$ cat config.mk
export PLATFORM = sky130hd
export DESIGN_NAME = vend_accumulator
export DESIGN_NICKNAME = d
export VERILOG_FILES = /design/src/rtl/vend_pkg.sv /design/src/rtl/vend_datapath.sv /design/src/rtl/vend_control.sv /design/src/rtl/vend_accumulator.sv
export SDC_FILE = /design/constraint.sdc
export NUM_CORES = 1
export LEC_CHECK = 0
export ABC_AREA = 1
export ABC_CLOCK_PERIOD_IN_PS = 3600
export BUFFER_PORTS_ARGS = -buffer_cell sky130_fd_sc_hd__buf_2
export CAP_MARGIN = 5
export CORE_MARGIN = 2
export CORE_UTILIZATION = 55
export CTS_CLUSTER_DIAMETER = 150
export DETAILED_ROUTE_END_ITERATION = 8
export HOLD_SLACK_MARGIN = 0.03
export MAX_ROUTING_LAYER = met4
export PLACE_DENSITY = 0.89
export SLEW_MARGIN = 25
export SYNTH_ARGS = -nofsm -noshare
export SYNTH_HDL_FRONTEND = slang
export SYNTH_SLANG_ARGS = --single-unit
$ cat constraint.sdc
create_clock -name clk -period 3.6 [get_ports clk]
set_input_delay 0.72 -clock clk [delete_from_list [all_inputs] [get_ports clk]]
set_output_delay 0.72 -clock clk [all_outputs]
set_load 0.01 [all_outputs]
$ cat src/rtl/vend_pkg.sv
package vend_pkg;

  typedef enum logic [1:0] {
    ST_INIT = 2'd0,
    ST_WAIT = 2'd1,
    ST_ADD  = 2'd2,
    ST_DISP = 2'd3
  } vendState_e;

  // Strobes from the controller to the datapath
  typedef struct packed {
    logic loadTotal;
    logic clearTotal;
  } dpCtrl_t;

endpackage

$ cat src/rtl/vend_datapath.sv
module vend_datapath
  import vend_pkg::*;
#(
  parameter int WIDTH = 8
) (
  input  logic             clk,
  input  logic             rst,
  input  dpCtrl_t          ctrl,
  input  logic [WIDTH-1:0] coinValue,
  input  logic [WIDTH-1:0] itemCost,
  output logic             totalBelowCost
);

  logic [WIDTH-1:0] total;
  logic [WIDTH-1:0] sumNext;

  // Adder wraps modulo 2^WIDTH
  assign sumNext = total + coinValue;

  always_ff @(posedge clk) begin
    if (rst || ctrl.clearTotal) total <= '0;
    else if (ctrl.loadTotal)    total <= sumNext;
  end

  // Unsigned comparator
  assign totalBelowCost = (total < itemCost);

  // the sum only moves when a strobe allows it
  assert_total_held_R8: assert property (@(posedge clk) disable iff (rst)
    (!ctrl.loadTotal && !ctrl.clearTotal) |=> $stable(total))
    else $error("total changed without a strobe");

  assert_strobes_exclusive_R4: assert property (@(posedge clk) disable iff (rst)
    !(ctrl.loadTotal && ctrl.clearTotal))
    else $error("load and clear together");

endmodule

$ cat src/rtl/vend_control.sv
module vend_control
  import vend_pkg::*;
(
  input  logic    clk,
  input  logic    rst,
  input  logic    coinStrobe,
  input  logic    totalBelowCost,
  output dpCtrl_t ctrl,
  output logic    dispense
);

  vendState_e state, stateNext;

  always_ff @(posedge clk) begin
    if (rst) state <= ST_INIT;
    else     state <= stateNext;
  end

  always_comb begin
    stateNext = state;
    ctrl      = '0;
    dispense  = 1'b0;
    unique case (state)
      ST_INIT: begin
        ctrl.clearTotal = 1'b1;
        stateNext       = ST_WAIT;
      end
      ST_WAIT: begin
        if (coinStrobe)           stateNext = ST_ADD;
        else if (!totalBelowCost) stateNext = ST_DISP;
      end
      ST_ADD: begin
        ctrl.loadTotal = 1'b1;
        stateNext      = ST_WAIT;
      end
      ST_DISP: begin
        dispense  = 1'b1;
        stateNext = ST_INIT;
      end
      default: stateNext = ST_INIT;
    endcase
  end

  assert_init_to_wait_R2: assert property (@(posedge clk) disable iff (rst)
    state == ST_INIT |=> state == ST_WAIT) else $error("init did not advance");

  assert_coin_first_R3: assert property (@(posedge clk) disable iff (rst)
    (state == ST_WAIT && coinStrobe) |=> state == ST_ADD) else $error("coin not taken");

  assert_add_returns_R4: assert property (@(posedge clk) disable iff (rst)
    state == ST_ADD |=> state == ST_WAIT) else $error("add did not return");

  assert_hold_short_R5: assert property (@(posedge clk) disable iff (rst)
    (state == ST_WAIT && !coinStrobe && totalBelowCost) |=> state == ST_WAIT)
    else $error("left wait while short");

  assert_paid_R6: assert property (@(posedge clk) disable iff (rst)
    (state == ST_WAIT && !coinStrobe && !totalBelowCost) |=> state == ST_DISP)
    else $error("no dispense when paid");

  assert_pulse_once_R7: assert property (@(posedge clk) disable iff (rst)
    dispense |=> (!dispense && state == ST_INIT)) else $error("dispense not one cycle");

endmodule

$ cat src/rtl/vend_accumulator.sv
module vend_accumulator
  import vend_pkg::*;
#(
  parameter int WIDTH = 8
) (
  input  logic             clk,
  input  logic             rst,
  input  logic             coinStrobe,
  input  logic [WIDTH-1:0] coinValue,
  input  logic [WIDTH-1:0] itemCost,
  output logic             dispense
);

  dpCtrl_t dpCtrl;
  logic    totalBelowCost;

  vend_control ctrl_i (
    .clk            (clk),
    .rst            (rst),
    .coinStrobe     (coinStrobe),
    .totalBelowCost (totalBelowCost),
    .ctrl           (dpCtrl),
    .dispense       (dispense)
  );

  vend_datapath #(.WIDTH(WIDTH)) dp_i (
    .clk            (clk),
    .rst            (rst),
    .ctrl           (dpCtrl),
    .coinValue      (coinValue),
    .itemCost       (itemCost),
    .totalBelowCost (totalBelowCost)
  );

endmodule

==> results of run 1 <==
==> registers in the layout (all words and copies together), names as in the netlist <==
register,count
ctrl_i.state,2
dp_i.total,8
==> layout by cell type, fill, tap and decap left out, drive strengths merged <==
cell type  netlist  layout
o21a             1       1
inv             29      29
a21oi           11      11
or2              1       1
nand3            6       6
nor2            19      19
and2             1       1
clkinv           1       1
ha              14      14
nor3             1       1
dfxtp           10      10
a21o             1       1
buf              0      19
nand2           27      27
clkbuf           0       4
o21ai            7       7
nand3b           1       1
xor2             4       4
fa               1       1
==> final timing paths <==
| check | from | endpoint | cells past startpoint |
|---|---|---|---|
| worst min register to register | dp_i.total[0] | dp_i.total[0] | 2 |
| worst min-delay path | dp_i.total[0] | dp_i.total[0] | 2 |
| worst max register to register | dp_i.total[0] | dp_i.total[6] | 11 |
| worst max-delay path | coinValue[0] | dp_i.total[6] | 12 |
==> cell families (layout without fill, tap and decap cells) <==
group | Yosys count | in the layout | share of synthesized area [%]
compound gates | 20 | 20 | 12.2
xor+xnor | 4 | 4 | 3.94
fa+ha+maj | 15 | 15 | 21.9
buf+inv | 30 | 53 | 12.7
flops | 10 | 10 | 22.5
simple gates | 56 | 56 | 26.7
==> metal layers <==
metal,track usage (%),part of all wire [%]
met5,-,0
met4,9.70,2.0
met3,4.90,4.0
met2,39.4,51
met1,25.8,43
==> layout make-up <==
class	instances	area, um^2	area share, %
Clock buffer	4	36.3	3.49
Inverter	30	113	10.8
Multi-Input combinational cell	95	577	55.4
Sequential cell	10	200	19.2
Tap cell	16	20.0	1.92
Timing Repair Buffer	19	95.1	9.13
==> stage by stage <==
step	total power, mW	area (um^2)	worst slack (ns)	hold WS, ns	util, %
2_1_floorplan	0.198	890	1.69	0.447	-
3_5_place_dp	0.226	1000	1.49	0.482	66.7
6_report	0.331	1040	1.78	0.484	69.1
4_1_cts	0.332	1040	1.78	0.492	69.1
5_1_grt	0.354	1040	1.61	0.537	69.1
3_3_place_gp	0.220	1000	1.56	0.462	66.7
==> worst max-delay path, stage by stage <==
cell,delay (ns)
buf_2,0.08
ha_1,0.15
inv_1,0.05
fa_1,0.40
clkinv_1,0.06
nand3_1,0.05
nand2_1,0.10
nand2_1,0.07
nand3_1,0.07
nand2_1,0.05
o21ai_1,0.12
inv_1,0.05
==> power by group <==
group          leakage, nW  internal (mW)  switching (mW)  total [mW]
combinational        0.532         0.0424          0.0555      0.0980
clock               0.0210         0.0615          0.0451       0.107
sequential          0.0822          0.118         0.00802       0.126
total                0.635          0.222           0.109       0.331
==> impl_metrics.json, run 1 <==
{
  "outcome": "finished, final reports clean",
  "root_buffer": "clkbuf_4",
  "fin_cells": 174,
  "synth_area_um2": 890,
  "syn_inst": 135,
  "fin_worst_skew_ns": 0.0103,
  "overflow": 0,
  "powerDensity_mw_per_mm2": 318,
  "antenna_found_initial": 0,
  "worstPathArrival_ns": 2.00,
  "initial_core_util_pct": 59.1,
  "post_cts_buffers": 0,
  "rsz0062_at_grt": "false",
  "maxSlewHeadroom_pct": 77.2,
  "crit_type": "input pin to register",
  "leakage_nw": 0.635,
  "die_h_um": 44.2,
  "fp-row-count": 14,
  "ys_seq_area_share_pct": 22.5,
  "dpl.cell_count": 170,
  "cts-buffers-inserted": 3,
  "clock_sink_count": 10,
  "wl_per_cell_um": 10.7,
  "yosysWarnings": 0,
  "max_freq_mhz": 549,
  "synth-seq-cells": 10,
  "hold_viol_final": 0,
  "synth_edf_count": 0,
  "grt_usage_pct": 23.1,
  "layout_min_cycle_time_ns": 1.82,
  "drc": 0,
  "final_layout_size_suffix_gt1_share_pct": 22.8,
  "yosys-top-cells-count": "26 x nand2_1, 21 x inv_1, 18 x nor2_1",
  "crit_fanout": 2,
  "vias": 895,
  "fin_crit_sh_pct": 50.6,
  "avgSynthCellArea_um2": 6.59,
  "irDropWorstVdd_mv": 0.209,
  "ctsResizeCount": 0,
  "ys.flop_type": "dfxtp_1",
  "clockBufferDepth": 2,
  "drt.antenna.violating_nets": 0,
  "grt_start_max_net_pins": 11,
  "setup_viol": 0,
  "netlist_top_cells_area": "dfxtp_1 23%, ha_1 20%, nand2_1 11%",
  "synthArstFlopShare_pct": 0,
  "num_antenna_cells": 0,
  "firstDrtPassIters": 4,
  "gp_congestion": 0.801,
  "tightest_slew_ns": 0.341,
  "yosysMostFrequentCell": "nand2_1",
  "path_clk_slew_ns": 0.08,
  "endpoint_kind": "register",
  "viasPerCell": 5.14,
  "syn_to_final_growth_pct": 17.0,
  "r2r_setup_slack_ns": 1.96,
  "cap_violations": 0,
  "synth.distinct_cells": 21,
  "hold_path.class": "register to register",
  "num-nets-final": 193,
  "ios": 20,
  "worst-endpoint-required_ns": 3.78,
  "grt_pass1_vias": 830,
  "yosys.area.top_type": "dfxtp_1",
  "setup.worst_path.start_class": "input pin",
  "ctsHtreeMaxLevel": 1,
  "grt_pass1_wl_um": 3230,
  "clk_latency_ns": 0.28,
  "portBuffers": 19,
  "core_area_mm2": 0.00151,
  "drv_slew": 0,
  "die_area_mm2": 0.00195,
  "nFillCells": 145,
  "holdBufCountCts": 0,
  "hpwl_um": 1580,
  "cts_tree": "done",
  "synth_fp_nets": 169,
  "first_iter_violations": 23,
  "yosysTopAreaCellShare_pct": 22.5,
  "die_width_um": 44.2,
  "drt-total-wl_um": 1870,
  "setup-tns-final_ns": 0
}
(Power assumes the default switching activity.)
==> run 2: changes to the inputs <==
Settings changed: ABC_CLOCK_PERIOD_IN_PS 3600 to 1600, CORE_ASPECT_RATIO from default to 1.4, CORE_UTILIZATION 55 to 47, PLACE_DENSITY 0.89 to 0.82.
Clock period 3.6 ns to 1.6 ns, I/O delays scaled along.
==> impl_metrics.json, run 2 (same netlist as run 1, synthesis figures left out) <==
{
  "largest_register_ffs": 8,
  "irDropWorstVdd_mv": 0.352,
  "drc": 0,
  "final_common_cell": "nand2_1",
  "finalWorstSetupSlack_ns": 0.00295,
  "path_clk_slew_ns": 0.07,
  "outcome": "finished, final reports clean",
  "portBuffers": 19,
  "critPathMaxStageDelay_ns": 0.36,
  "nFillCells": 165,
  "drt.antenna.violating_nets": 0,
  "reg2regPathDepth": 11,
  "drv_slew": 0,
  "regMostFlops": "dp_i.total",
  "post_cts_buffers": 0,
  "wl_per_cell_um": 10.9,
  "worstPathArrival_ns": 1.77,
  "crit_fanout": 2,
  "holdBufCountCts": 0,
  "grt_start_max_net_pins": 11,
  "setup_viol": 0,
  "powerDensity_mw_per_mm2": 649,
  "hold_viol_final": 0,
  "grt_pass1_vias": 825,
  "clk_latency_ns": 0.28,
  "critPathLaunch": "dp_i.total[0]",
  "clockBufferDepth": 2,
  "first_iter_violations": 9,
  "total_power_mw": 0.705,
  "ctsHtreeMaxLevel": 1,
  "ios": 20,
  "hold_path.class": "input pin to register",
  "grt_usage_pct": 20.1,
  "die_width_um": 40.8,
  "place_ws_ns": -0.0822,
  "hpwl_um": 1540,
  "whs_ns": 0.238,
  "fin_crit_sh_pct": 99.8,
  "final_layout_size_suffix_gt1_share_pct": 29.4,
  "initial_core_util_pct": 50.0,
  "cp_num_buf_inv": 3,
  "rsz0062_at_grt": "true",
  "max_freq_mhz": 626,
  "core_area_mm2": 0.00178,
  "fin_worst_skew_ns": 0.00305,
  "crit_type": "register to register",
  "die_area_mm2": 0.00226,
  "leakage_nw": 0.651,
  "fp-row-count": 18,
  "viasPerCell": 4.86,
  "gp_congestion": 0.815,
  "worst-endpoint-required_ns": 1.78,
  "grt_pass1_wl_um": 3150,
  "die_h_um": 55.5,
  "firstDrtPassIters": 4,
  "cap_violations": 0,
  "slowest_stage": "dfxtp_2",
  "final_cell_mix": "24 x nand2_1, 20 x inv_1, 19 x buf_2, 18 x nor2_1, 13 x ha_1",
  "top_regs": "dp_i.total: 8 flops, ctrl_i.state: 2 flops",
  "crit_chain": "ha_4 -> inv_2 -> fa_2 -> inv_2 -> nand3_2 -> nand2_2 -> nand2_2 -> nand3_2 -> nand2_1 -> o21ai_1 -> inv_1",
  "clock_sink_count": 10,
  "maxSlewHeadroom_pct": 79.2,
  "num-nets-final": 196,
  "cts_tree": "done",
  "num_antenna_cells": 0,
  "antenna_found_initial": 0,
  "vias": 874,
  "reg2reg_from": "dp_i.total[0]",
  "cts-buffers-inserted": 3,
  "overflow": 0,
  "syn_to_final_growth_pct": 22.1,
  "cp-endpoint": "dp_i.total[6]",
  "setup.worst_path.start_class": "register",
  "layout_min_cycle_time_ns": 1.60,
  "path_depth": 11,
  "drt-total-wl_um": 1960,
  "endpoint_kind": "register",
  "r2r_end": "dp_i.total[6]",
  "root_buffer": "clkbuf_4",
  "r2r_setup_slack_ns": 0.003,
  "cp_top_family": "adder cells",
  "tightest_slew_ns": 0.312
}
==> run 2: changes by cell type in the layout (fill, tap and decap cells not counted), sizes merged <==
cell and change:
inv +1, buf +3, clkinv -1, clkbuf -1
==> run 2: final cells by class <==
cell class,count,area [um^2],share of cell area (%)
clock buffers,3,22.5,2.07
flip-flops and latches,10,201,18.5
multi-input cells,95,607,55.9
inverters,30,113,10.4
repair buffers,22,118,10.8
well taps,20,25.0,2.30
==> run 2: power by group <==
group	internal, mW	leakage, nW	switching (mW)	total, mW
registers	0.267	0.0827	0.0182	0.285
clock network	0.0873	0.0138	0.0972	0.185
logic	0.104	0.554	0.132	0.236
total	0.458	0.651	0.247	0.705
==> run 2: stage by stage <==
stage | TNS [ns] | instance area [um^2] | utilization [%] | std cells
3_3_place_gp | -0.0244 | 1030 | 58.0 | 177
3_5_place_dp | -0.0822 | 1030 | 58.0 | 177
4_1_cts | 0 | 1060 | 59.4 | 180
6_report | 0 | 1090 | 61.0 | 180
2_1_floorplan | 0 | 890 | - | 135
5_1_grt | -0.0833 | 1090 | 61.0 | 180
==> run 2: repair_timing <==
| action | 4_1_cts | 5_1_grt |
|---|---|---|
| setup endpoints to repair | 1 | 1 |
| pin swaps | 0 | 4 |
| resized for setup | 1 | 9 |
==> run 2: layer usage <==
metal / up-vias / track usage, % / part of all wire [%]
li1: 471 / - / -
met1: 378 / 20.5 / 40
met2: 18 / 35.4 / 55
met3: 7 / 2.81 / 2.9
met4: 0 / 8.10 / 2.0
met5: - / - / 0
==> run 2: worst min-delay path by stage <==
| stage | startpoint | end | slack (ns) | depth (start not counted) |
|---|---|---|---|---|
| 2_1_floorplan | rst | ctrl_i.state[1] | 0.39 | 1 |
| 3_3_place_gp | dp_i.total[0] | dp_i.total[0] | 0.46 | 2 |
| 3_5_place_dp | dp_i.total[0] | dp_i.total[0] | 0.48 | 2 |
| 4_1_cts | rst | ctrl_i.state[1] | 0.25 | 2 |
| 5_1_grt | rst | ctrl_i.state[0] | 0.26 | 2 |
| 6_report | rst | ctrl_i.state[1] | 0.24 | 2 |
==> run 2: worst reg2reg max path, cell delays in order, from the launching register on <==
cell and delay, ns:
dfxtp_2 0.36, ha_4 0.14, inv_2 0.04, fa_2 0.36, inv_2 0.06, nand3_2 0.06, nand2_2 0.10, nand2_2 0.07
nand3_2 0.06, nand2_1 0.06, o21ai_1 0.13, inv_1 0.04
